--- config.mk ---
export PLATFORM = sky130hd
export DESIGN_NAME = sram_async_ctrl
export DESIGN_NICKNAME = d
export VERILOG_FILES = /design/src/rtl/sram_ctrl_pkg.sv /design/src/rtl/sram_wait_timer.sv /design/src/rtl/sram_access_seq.sv /design/src/rtl/sram_pin_drive.sv /design/src/rtl/sram_async_ctrl.sv
export SDC_FILE = /design/constraint.sdc
export NUM_CORES = 1
export LEC_CHECK = 0
export ABC_AREA = 1
export BUFFER_PORTS_ARGS = -buffer_cell sky130_fd_sc_hd__buf_2
export CAP_MARGIN = 10
export CORE_AREA = 2 2 66 68
export CTS_CLUSTER_SIZE = 40
export DETAILED_ROUTE_END_ITERATION = 8
export DIE_AREA = 0 0 68 70
export HOLD_SLACK_MARGIN = 0.06
export PLACE_DENSITY = 0.82
export SYNTH_ARGS = -nofsm -noshare
export SYNTH_HDL_FRONTEND = slang
export SYNTH_SLANG_ARGS = --single-unit
--- constraint.sdc ---
create_clock -name clk -period 3.3 [get_ports clk]
set_clock_uncertainty 0.2 [all_clocks]
set_input_delay 0.66 -clock clk [delete_from_list [all_inputs] [get_ports clk]]
set_output_delay 0.66 -clock clk [all_outputs]
set_load 0.005 [all_outputs]
--- src/rtl/sram_ctrl_pkg.sv ---
`timescale 1ns/1ps
// Package: shared state type and compile-time arithmetic for the static RAM
// access controller. Assumes all timing values are positive nanosecond counts.
package sram_ctrl_pkg;

    // Access sequencer states; the pin levels are decoded from these.
    typedef enum logic [2:0] {
        ST_IDLE     = 3'd0,
        ST_RD       = 3'd1,
        ST_RD_FLOAT = 3'd2,
        ST_WR_SETUP = 3'd3,
        ST_WR_PULSE = 3'd4,
        ST_WR_HOLD  = 3'd5
    } seq_state_t;

    // Pin levels for one cycle, grouped so they are registered together.
    typedef struct packed {
        logic ce1_n;
        logic ce2;
        logic we_n;
        logic oe_n;
        logic dq_oe;
    } pin_ctl_t;

    // Standby pin levels: deselected, strobes high, drivers off.
    localparam pin_ctl_t PINS_STANDBY = '{ce1_n: 1'b1, ce2: 1'b0, we_n: 1'b1, oe_n: 1'b1, dq_oe: 1'b0};

    // Nanoseconds to whole clock cycles, rounded up.
    function automatic int unsigned ns_to_cyc(input int unsigned ns, input int unsigned period);
        return (ns + period - 1) / period;
    endfunction

    // Larger of two unsigned counts.
    function automatic int unsigned umax(input int unsigned a, input int unsigned b);
        return (a > b) ? a : b;
    endfunction

endpackage

--- src/rtl/sram_wait_timer.sv ---
`timescale 1ns/1ps
// Module: down-counting wait-state timer.
// Loaded with (cycles - 1) as the sequencer enters a counted state, so the
// state lasts (load value + 1) cycles. Reports expiry while the count is zero.
// Assumes load requests come only from the sequencer on state entry.
module sram_wait_timer #(
    parameter int unsigned CNT_W   = 4,
    parameter int unsigned RST_VAL = 0
) (
    input  logic             clk,
    input  logic             rst_n,
    input  logic             load,
    input  logic [CNT_W-1:0] load_val,
    output logic             expired
);

    logic [CNT_W-1:0] cnt_q;

    // Count register: reload on request, otherwise count down to zero and stop.
    always_ff @(posedge clk) begin
        if (!rst_n) begin
            cnt_q <= CNT_W'(RST_VAL);
        end else if (load) begin
            cnt_q <= load_val;
        end else if (cnt_q != '0) begin
            cnt_q <= cnt_q - 1'b1;
        end
    end

    // Expiry flag seen by the sequencer.
    always_comb begin
        expired = (cnt_q == '0);
    end

endmodule

--- src/rtl/sram_access_seq.sv ---
`timescale 1ns/1ps
// Module: access sequencer.
// Walks one read (window, float gap) or one write (setup, strobe, hold) per
// accepted request and tells the timer how long each counted state lasts.
// Reset lands in the float state so a bus left driven by an abandoned read has
// time to release. Assumes the timer is loaded in the same cycle a state is entered.
module sram_access_seq
    import sram_ctrl_pkg::*;
#(
    parameter int unsigned CNT_W  = 4,
    parameter int unsigned RD_CYC = 6,
    parameter int unsigned HZ_CYC = 3,
    parameter int unsigned WP_CYC = 4
) (
    input  logic             clk,
    input  logic             rst_n,
    input  logic             req_valid,
    input  logic             req_write,
    input  logic             tmr_expired,
    output logic             req_ready,
    output logic             accept,
    output logic             sample,
    output logic             tmr_load,
    output logic [CNT_W-1:0] tmr_val,
    output seq_state_t       state_d
);

    seq_state_t state_q;

    // State register; reset enters the float gap.
    always_ff @(posedge clk) begin
        if (!rst_n) begin
            state_q <= ST_RD_FLOAT;
        end else begin
            state_q <= state_d;
        end
    end

    // Next state, timer loads and strobes for the current cycle.
    always_comb begin
        state_d  = state_q;
        accept   = 1'b0;
        sample   = 1'b0;
        tmr_load = 1'b0;
        tmr_val  = '0;
        unique case (state_q)
            ST_IDLE: begin
                if (req_valid) begin
                    accept = 1'b1;
                    if (req_write) begin
                        state_d = ST_WR_SETUP;
                    end else begin
                        state_d  = ST_RD;
                        tmr_load = 1'b1;
                        tmr_val  = CNT_W'(RD_CYC - 1);
                    end
                end
            end
            ST_RD: begin
                if (tmr_expired) begin
                    sample   = 1'b1;
                    state_d  = ST_RD_FLOAT;
                    tmr_load = 1'b1;
                    tmr_val  = CNT_W'(HZ_CYC - 1);
                end
            end
            ST_RD_FLOAT: begin
                if (tmr_expired) begin
                    state_d = ST_IDLE;
                end
            end
            ST_WR_SETUP: begin
                state_d  = ST_WR_PULSE;
                tmr_load = 1'b1;
                tmr_val  = CNT_W'(WP_CYC - 1);
            end
            ST_WR_PULSE: begin
                if (tmr_expired) begin
                    state_d = ST_WR_HOLD;
                end
            end
            ST_WR_HOLD: begin
                state_d = ST_IDLE;
            end
            default: begin
                state_d = ST_IDLE;
            end
        endcase
    end

    // Requests are taken only when nothing is in flight.
    always_comb begin
        req_ready = (state_q == ST_IDLE);
    end

endmodule

--- src/rtl/sram_pin_drive.sv ---
`timescale 1ns/1ps
// Module: pin register stage.
// Registers every RAM pin from the sequencer's next state, so the pins change
// only on clock edges and without decode glitches. Latches the request address
// and write byte on acceptance, and captures the read byte on the sample strobe.
// Assumes accept and sample are single-cycle strobes from the sequencer.
module sram_pin_drive
    import sram_ctrl_pkg::*;
#(
    parameter int unsigned ADDR_W = 20,
    parameter int unsigned DATA_W = 8
) (
    input  logic              clk,
    input  logic              rst_n,
    input  seq_state_t        state_d,
    input  logic              accept,
    input  logic              sample,
    input  logic [ADDR_W-1:0] req_addr,
    input  logic [DATA_W-1:0] req_wdata,
    input  logic [DATA_W-1:0] mem_dq_i,
    output logic [ADDR_W-1:0] mem_addr,
    output logic              mem_ce1_n,
    output logic              mem_ce2,
    output logic              mem_we_n,
    output logic              mem_oe_n,
    output logic [DATA_W-1:0] mem_dq_o,
    output logic              mem_dq_oe,
    output logic              rd_valid,
    output logic [DATA_W-1:0] rd_data
);

    pin_ctl_t          pins_d;
    pin_ctl_t          pins_q;
    logic [ADDR_W-1:0] addr_q;
    logic [DATA_W-1:0] wdata_q;
    logic [DATA_W-1:0] rdata_q;
    logic              rvalid_q;

    // Pin levels wanted for the state being entered.
    always_comb begin
        pins_d = PINS_STANDBY;
        unique case (state_d)
            ST_RD: begin
                pins_d = '{ce1_n: 1'b0, ce2: 1'b1, we_n: 1'b1, oe_n: 1'b0, dq_oe: 1'b0};
            end
            ST_WR_SETUP, ST_WR_HOLD: begin
                pins_d = '{ce1_n: 1'b0, ce2: 1'b1, we_n: 1'b1, oe_n: 1'b1, dq_oe: 1'b1};
            end
            ST_WR_PULSE: begin
                pins_d = '{ce1_n: 1'b0, ce2: 1'b1, we_n: 1'b0, oe_n: 1'b1, dq_oe: 1'b1};
            end
            default: begin
                pins_d = PINS_STANDBY;
            end
        endcase
    end

    // Control pin register; reset forces standby.
    always_ff @(posedge clk) begin
        if (!rst_n) begin
            pins_q <= PINS_STANDBY;
        end else begin
            pins_q <= pins_d;
        end
    end

    // Address and write byte are held for the whole access.
    always_ff @(posedge clk) begin
        if (!rst_n) begin
            addr_q  <= '0;
            wdata_q <= '0;
        end else if (accept) begin
            addr_q  <= req_addr;
            wdata_q <= req_wdata;
        end
    end

    // Read byte capture and one-cycle valid pulse.
    always_ff @(posedge clk) begin
        if (!rst_n) begin
            rdata_q  <= '0;
            rvalid_q <= 1'b0;
        end else begin
            rvalid_q <= sample;
            if (sample) begin
                rdata_q <= mem_dq_i;
            end
        end
    end

    // Outputs straight from registers.
    always_comb begin
        mem_addr  = addr_q;
        mem_ce1_n = pins_q.ce1_n;
        mem_ce2   = pins_q.ce2;
        mem_we_n  = pins_q.we_n;
        mem_oe_n  = pins_q.oe_n;
        mem_dq_oe = pins_q.dq_oe;
        mem_dq_o  = wdata_q;
        rd_valid  = rvalid_q;
        rd_data   = rdata_q;
    end

endmodule

--- src/rtl/sram_async_ctrl.sv ---
`timescale 1ns/1ps
// Module: top of the asynchronous static RAM byte access controller.
// Turns RAM nanosecond limits into wait-state counts at build time and joins
// the sequencer, its timer and the pin register stage. Assumes a single
// requester that holds its request fields steady while req_valid is high.
module sram_async_ctrl
    import sram_ctrl_pkg::*;
#(
    parameter int unsigned ADDR_W        = 20,
    parameter int unsigned DATA_W        = 8,
    parameter int unsigned CLK_PERIOD_NS = 10,
    parameter int unsigned T_RC_NS       = 55,
    parameter int unsigned T_OE_NS       = 30,
    parameter int unsigned T_HZ_NS       = 25,
    parameter int unsigned T_WP_NS       = 40
) (
    input  logic              clk,
    input  logic              rst_n,
    input  logic              req_valid,
    output logic              req_ready,
    input  logic              req_write,
    input  logic [ADDR_W-1:0] req_addr,
    input  logic [DATA_W-1:0] req_wdata,
    output logic              rd_valid,
    output logic [DATA_W-1:0] rd_data,
    output logic [ADDR_W-1:0] mem_addr,
    output logic              mem_ce1_n,
    output logic              mem_ce2,
    output logic              mem_we_n,
    output logic              mem_oe_n,
    output logic [DATA_W-1:0] mem_dq_o,
    output logic              mem_dq_oe,
    input  logic [DATA_W-1:0] mem_dq_i
);

    localparam int unsigned RD_CYC = umax(1, umax(ns_to_cyc(T_RC_NS, CLK_PERIOD_NS),
                                                  ns_to_cyc(T_OE_NS, CLK_PERIOD_NS)));
    localparam int unsigned HZ_CYC = umax(1, ns_to_cyc(T_HZ_NS, CLK_PERIOD_NS));
    localparam int unsigned WP_MIN = (RD_CYC > 2) ? RD_CYC - 2 : 1;
    localparam int unsigned WP_CYC = umax(WP_MIN, umax(1, ns_to_cyc(T_WP_NS, CLK_PERIOD_NS)));
    localparam int unsigned MAX_CYC = umax(RD_CYC, umax(HZ_CYC, WP_CYC));
    localparam int unsigned CNT_W  = $clog2(MAX_CYC) + 1;

    logic             tmr_load;
    logic [CNT_W-1:0] tmr_val;
    logic             tmr_expired;
    logic             accept;
    logic             sample;
    seq_state_t       state_d;

    sram_wait_timer #(
        .CNT_W   (CNT_W),
        .RST_VAL (HZ_CYC - 1)
    ) timer_i (
        .clk      (clk),
        .rst_n    (rst_n),
        .load     (tmr_load),
        .load_val (tmr_val),
        .expired  (tmr_expired)
    );

    sram_access_seq #(
        .CNT_W  (CNT_W),
        .RD_CYC (RD_CYC),
        .HZ_CYC (HZ_CYC),
        .WP_CYC (WP_CYC)
    ) seq_i (
        .clk         (clk),
        .rst_n       (rst_n),
        .req_valid   (req_valid),
        .req_write   (req_write),
        .tmr_expired (tmr_expired),
        .req_ready   (req_ready),
        .accept      (accept),
        .sample      (sample),
        .tmr_load    (tmr_load),
        .tmr_val     (tmr_val),
        .state_d     (state_d)
    );

    sram_pin_drive #(
        .ADDR_W (ADDR_W),
        .DATA_W (DATA_W)
    ) pins_i (
        .clk       (clk),
        .rst_n     (rst_n),
        .state_d   (state_d),
        .accept    (accept),
        .sample    (sample),
        .req_addr  (req_addr),
        .req_wdata (req_wdata),
        .mem_dq_i  (mem_dq_i),
        .mem_addr  (mem_addr),
        .mem_ce1_n (mem_ce1_n),
        .mem_ce2   (mem_ce2),
        .mem_we_n  (mem_we_n),
        .mem_oe_n  (mem_oe_n),
        .mem_dq_o  (mem_dq_o),
        .mem_dq_oe (mem_dq_oe),
        .rd_valid  (rd_valid),
        .rd_data   (rd_data)
    );

endmodule

==> results of run 1 <==
[where the power goes]
part	internal [mW]	total, mW	switching, mW
Combinational	0.182	0.462	0.280
Clock	0.170	0.362	0.192
Sequential	0.675	0.727	0.0522
[metrics by stage]
stage	std cells	utilization (%)	cell area, um2	power (mW)
floorplan	241	-	2001	1.093
global placement	366	57.91	2400	1.192
detailed placement	366	57.91	2400	1.205
CTS	374	60.24	2496	1.567
global route	374	60.24	2496	1.671
finish	374	60.24	2496	1.551
[sequential cells by signal, indices dropped and copies added (netlist names), 3 cells and up]
signal,count
pins_i.mem_dq_o,8
seq_i.state_q,3
timer_i.cnt_q,4
pins_i.mem_addr,20
pins_i.rd_data,8
[per-layer routing]
metal | vias up | part of all wire, % | track usage, % | wire length [um]
li1 | 926 | - | - | -
met1 | 782 | 45 | 21.88 | 1811
met2 | 62 | 45 | 28.91 | 1839
met3 | 6 | 8.6 | 6.119 | 349
met4 | 0 | 1.2 | 5.333 | 50
met5 | - | 0 | 0 | 0
[final timing paths]
check | slack [ps] | from | depth (start not counted) | endpoint
worst max-delay path | 1320 | seq_i.state_q[1] | 4 | req_ready
worst min-delay path | 270 | pins_i.mem_addr[9] | 2 | pins_i.mem_addr[9]
worst max register to register | 1430 | timer_i.cnt_q[0] | 8 | pins_i.mem_oe_n
worst min register to register | 270 | pins_i.mem_addr[9] | 2 | pins_i.mem_addr[9]
[layout make-up]
class                      count  area share, %
tap                           52          2.607
sequential                    49          39.30
inverter                      17          2.757
clock inverter                 2         0.5514
multi-input combinational    165          34.74
timing repair buffer          83          16.74
clock buffer                   6          3.308
[kinds of logic after synthesis]
logic type / Yosys count / synth area share (%)
AOI/OAI and AO/OA: 40 / 13.88
xor gates and xnor gates: 1 / 0.4379
adders and majority gates: 1 / 0.6253
buffers and inverters: 27 / 7.629
DFF: 49 / 49.03
and+or+nand+nor: 123 / 28.39
[synth_stat cells]
library cell and number:
clkinv_1 1, dfxtp_1 49, nor2_1 27, a21oi_1 11, nand4_1 4, nand3_2 1
ha_1 1, buf_2 2, nor2_2 1, xor2_1 1, a21oi_2 20, nor2_4 1
nand2_1 55, nor3_1 2, buf_1 1, nand3_4 1, buf_4 1, inv_1 12
o21ai_0 8, nand2_2 20, buf_12 2, o211ai_1 1, clkbuf_1 3, nand3_1 11
inv_2 3, inv_6 1, buf_6 1
[worst min-delay path, stage by stage, from the launching register on]
cell,delay (ps)
dfxtp_1,320
nand2_1,60
a21oi_1,50
==> results.toml, run 1 <==
[critical_path]
crit_fanout = 6
crit_buf_inv = 2
start_kind = "flip-flop"
path_delay_family = "flip-flops"
end_kind = "output port"
worstPathArrival_ps = 1120
critPathSlowestCell = "dfxtp_1"
critical-path-max-stage-delay_ps = 470
worst-setup-path-type = "flip-flop to output port"
path_cells = "inv_1, nand2_1, nor2_1, buf_2"
cp_data_required_time_ps = 2440

[global_routing]
track_usage_pct = 17.80
overflow = 0
first_global_vias = 1561
antenna_found_initial = 0
grt_pass1_wl_mm = 6.589
grt_max_degree = 34

[timing]
fmax_mhz = 503.8
rsz0062_at_grt = "false"
slew_viol_final = 0
hold_violations = 0
setup_viol = 0
worst_pin_slew_ps = 609.2
layout_setup_ws_ps = 1315
maxSlewHeadroom_pct = 59.13
min_period_ps = 1985
setup_tns_ps = 0
finalCritPeriodShare_pct = 60.15
hold_slack_ps = 271.6

[clocking]
holdBufCountCts = 0
ctsRootBufferMaster = "clkbuf_8"
cts.clk_slew.worst_paths_ps = 80
htreeDepth = 2
post_cts_resized = 0
clk_latency_ps = 300
cts_sinks = 49
numCtsBuffers = 5
post_cts_buffers = 0
clock_path_buffers = 2
cts_tree = "yes"

[placement]
pre_cts_slack_ps = 1011
hpwl_mm = 2.914
port_buffers = 82
place_congestion = 0.8388

[final_layout]
layout_common_cells = "82 x buf_2, 55 x nand2_1, 49 x dfxtp_1"
final_net_count = 362
area_growth_pct = 24.77
layout-drive-gt1-share_pct = 43.17
fill_cells = 398
final_common_cell = "buf_2"
register_area_um2 = 980.9
num_antenna_cells = 0
multi_input_comb_area_um2 = 867.1

[detailed_routing]
drtPass1Iterations = 4
vias = 1776
drt_iter0_markers = 83
wl_mm = 4.051
wire_per_inst_um = 10.83
vias_per_cell = 4.749
drc = 0
final_antenna_net_count = 0

[run_status]
run_status = "completed"

[worst_hold_path]
min_path_type = "flip-flop to flip-flop"

[logic_synthesis]
synth.distinct_cells = 27
synth_area_leaders = "dfxtp_1 49%, nand2_1 10%, a21oi_2 8.8%, nand2_2 6.3%, nor2_1 5.1%"
yosysSeqAreaShare_pct = 49.03
synth.avg_cell_area_um2 = 8.302
syn_nets = 282
synth_seq_cells = 49
synth_top_area_share_pct = 49.03
syn-instance-count = 241
synth_area_um2 = 2001
synth_top_area_cell = "dfxtp_1"
ys_warn_count = 0

[floorplanning]
pin_count = 83
coreArea_um2 = 4144
fp-row-count = 24
die_w_um = 68
dieArea_um2 = 4760
die_h_um = 70
initial_core_util_pct = 48.28

[power]
powerDensity_nw_per_um2 = 621.2
irDropWorstVdd_uv = 382.7
power_leakage_nw = 1.193

[job]
cap_violations = 0
(Power assumes the default switching activity.)
==> inputs of run 2 (changes only) <==
Settings changed: CORE_AREA 2 2 66 68 to 2 2 72 74, DIE_AREA 0 0 68 70 to 0 0 74 76, PLACE_DENSITY 0.82 to 0.73.
Clock period 3.3 ns to 1.62 ns, I/O delays scaled along.
==> run 2 against run 1 <==
Compared with the run above: sequential cell count unchanged; setup slack worse by 1200 ps; utilization down 0.56 points; critical path type unchanged; critical path depth unchanged; worst hold slack worse by 200 ps; die area up 18%; clock power up 90%; sequential share of layout area down 5.7 points.
==> results.toml, run 2 (synthesis gave the netlist of run 1 again) <==
[run_status]
run_status = "completed"

[power]
powerDensity_nw_per_um2 = 1140
irDropWorstVdd_uv = 618.1
power_leakage_nw = 1.362
internal-power_mw = 2.203
power.clock.fraction_pct = 20.5
pwr-share-comb_pct = 34.6
p_sw_share_pct = 34.09
power_switching_mw = 1.139
seqPwrFrac_pct = 44.8

[final_layout]
layout-drive-gt1-share_pct = 43.13
largest_reg_flops = 20
final_common_cell = "buf_2"
area_growth_pct = 46.53
register_area_um2 = 985.9
layout_common_cells = "82 x buf_2, 55 x nand2_1, 47 x dfxtp_1"
fill_cells = 447
num_antenna_cells = 0
multi_input_comb_area_um2 = 889.6
finalNonFillerCells = 434
final_net_count = 404

[timing]
maxSlewHeadroom_pct = 80.92
layout_setup_ws_ps = 72.36
hold_violations = 0
slew_viol_final = 0
finalCritPeriodShare_pct = 95.53
rsz0062_at_grt = "false"
min_period_ps = 1548
fmax_mhz = 646.1
setup_viol = 0
worst_pin_slew_ps = 286.2
hold_slack_ps = 70.17
setup_tns_ps = 0

[clocking]
ctsRootBufferMaster = "clkbuf_8"
numCtsBuffers = 5
cts.clk_slew.worst_paths_ps = 80
cts_tree = "yes"
htreeDepth = 2
clk_latency_ps = 300
clock_path_buffers = 2
cts_sinks = 49

[floorplanning]
initial_core_util_pct = 40.73
die_h_um = 76
die_w_um = 74
pin_count = 83
coreArea_um2 = 4912
fp-row-count = 26
dieArea_um2 = 5624

[global_routing]
grt_pass1_wl_mm = 8.052
track_usage_pct = 18.01
first_global_vias = 1964
overflow = 0
grt_max_degree = 29
antenna_found_initial = 0

[critical_path]
start_kind = "flip-flop"
end_kind = "output port"
cp_data_required_time_ps = 1100
reg2reg_from = "timer_i.cnt_q[0]"
worstPathArrival_ps = 1020
crit_fanout = 6
worst-setup-path-type = "flip-flop to output port"
startpoint = "seq_i.state_q[1]"

[detailed_routing]
final_antenna_net_count = 0
drtPass1Iterations = 5
wl_mm = 4.786
drt_iter0_markers = 56
drc = 0
vias_per_cell = 4.541
vias = 1971
wire_per_inst_um = 11.03

[worst_hold_path]
min_path_type = "primary input to flip-flop"
min_from = "req_wdata[4]"

[placement]
hpwl_mm = 3.245
pre_cts_slack_ps = 37.28
port_buffers = 82
place_congestion = 0.8175
place_inst = 394

[job]
cap_violations = 0
-- run 2: per-stage QoR --
stage          power, mW  area (um2)  utilization [%]
3_5_place_dp       2.538        2497            50.84
3_3_place_gp       2.507        2497            50.84
6_report           3.342        2932            59.68
5_1_grt            3.601        2932            59.68
2_1_floorplan      2.227        2001                -
4_1_cts            3.310        2899            59.02
-- run 2: layer usage --
layer	global-route usage (%)	vias to the layer above	part of all wire [%]
li1	-	1013	-
met1	18.66	881	41
met2	33.48	67	51
met3	5.159	10	5.9
met4	6.000	0	1.9
met5	0	-	0
-- run 2: worst max-delay path: stages (launching register included) --
cell,delay [ps]
dfxtp_4,380
inv_4,60
nand2_1,50
nor2_2,100
buf_2,130
-- run 2: power groups by stage --
stage                     Sequential [mW]  Combinational, mW  Clock [mW]
after floorplan                      1.51              0.721           0
after global placement               1.49               1.02           0
after detailed placement             1.49               1.05           0
after CTS                            1.48               1.10       0.722
after global routing                 1.52               1.32       0.760
final                                1.50               1.16       0.687
-- run 2: path summary, 6_finish.rpt --
path / slack (ps) / endpoint / cells after the start
setup reg to reg: 160 / pins_i.mem_ce2 / 8
setup / recovery: 70 / req_ready / 4
hold / removal: 70 / pins_i.mem_dq_o[4] / 3
hold reg to reg: 270 / pins_i.mem_addr[19] / 2
-- run 2: repair_timing --
item	in CTS	in global routing
cloned	0	0
endpoints found under the setup margin	1	15
gates resized for setup	4	7
endpoints found under the hold margin	31	0
hold buffers	31	0
buffers inserted	1	1
pin swaps	1	2
-- run 2: final cells by class --
class,count,share of cell area [%]
sequential,49,33.63
multi-input combinational,165,30.35
timing repair buffer,125,27.66
tap,70,2.988
inverter,17,2.433
clock buffer,5,2.347
clock inverter,3,0.5975
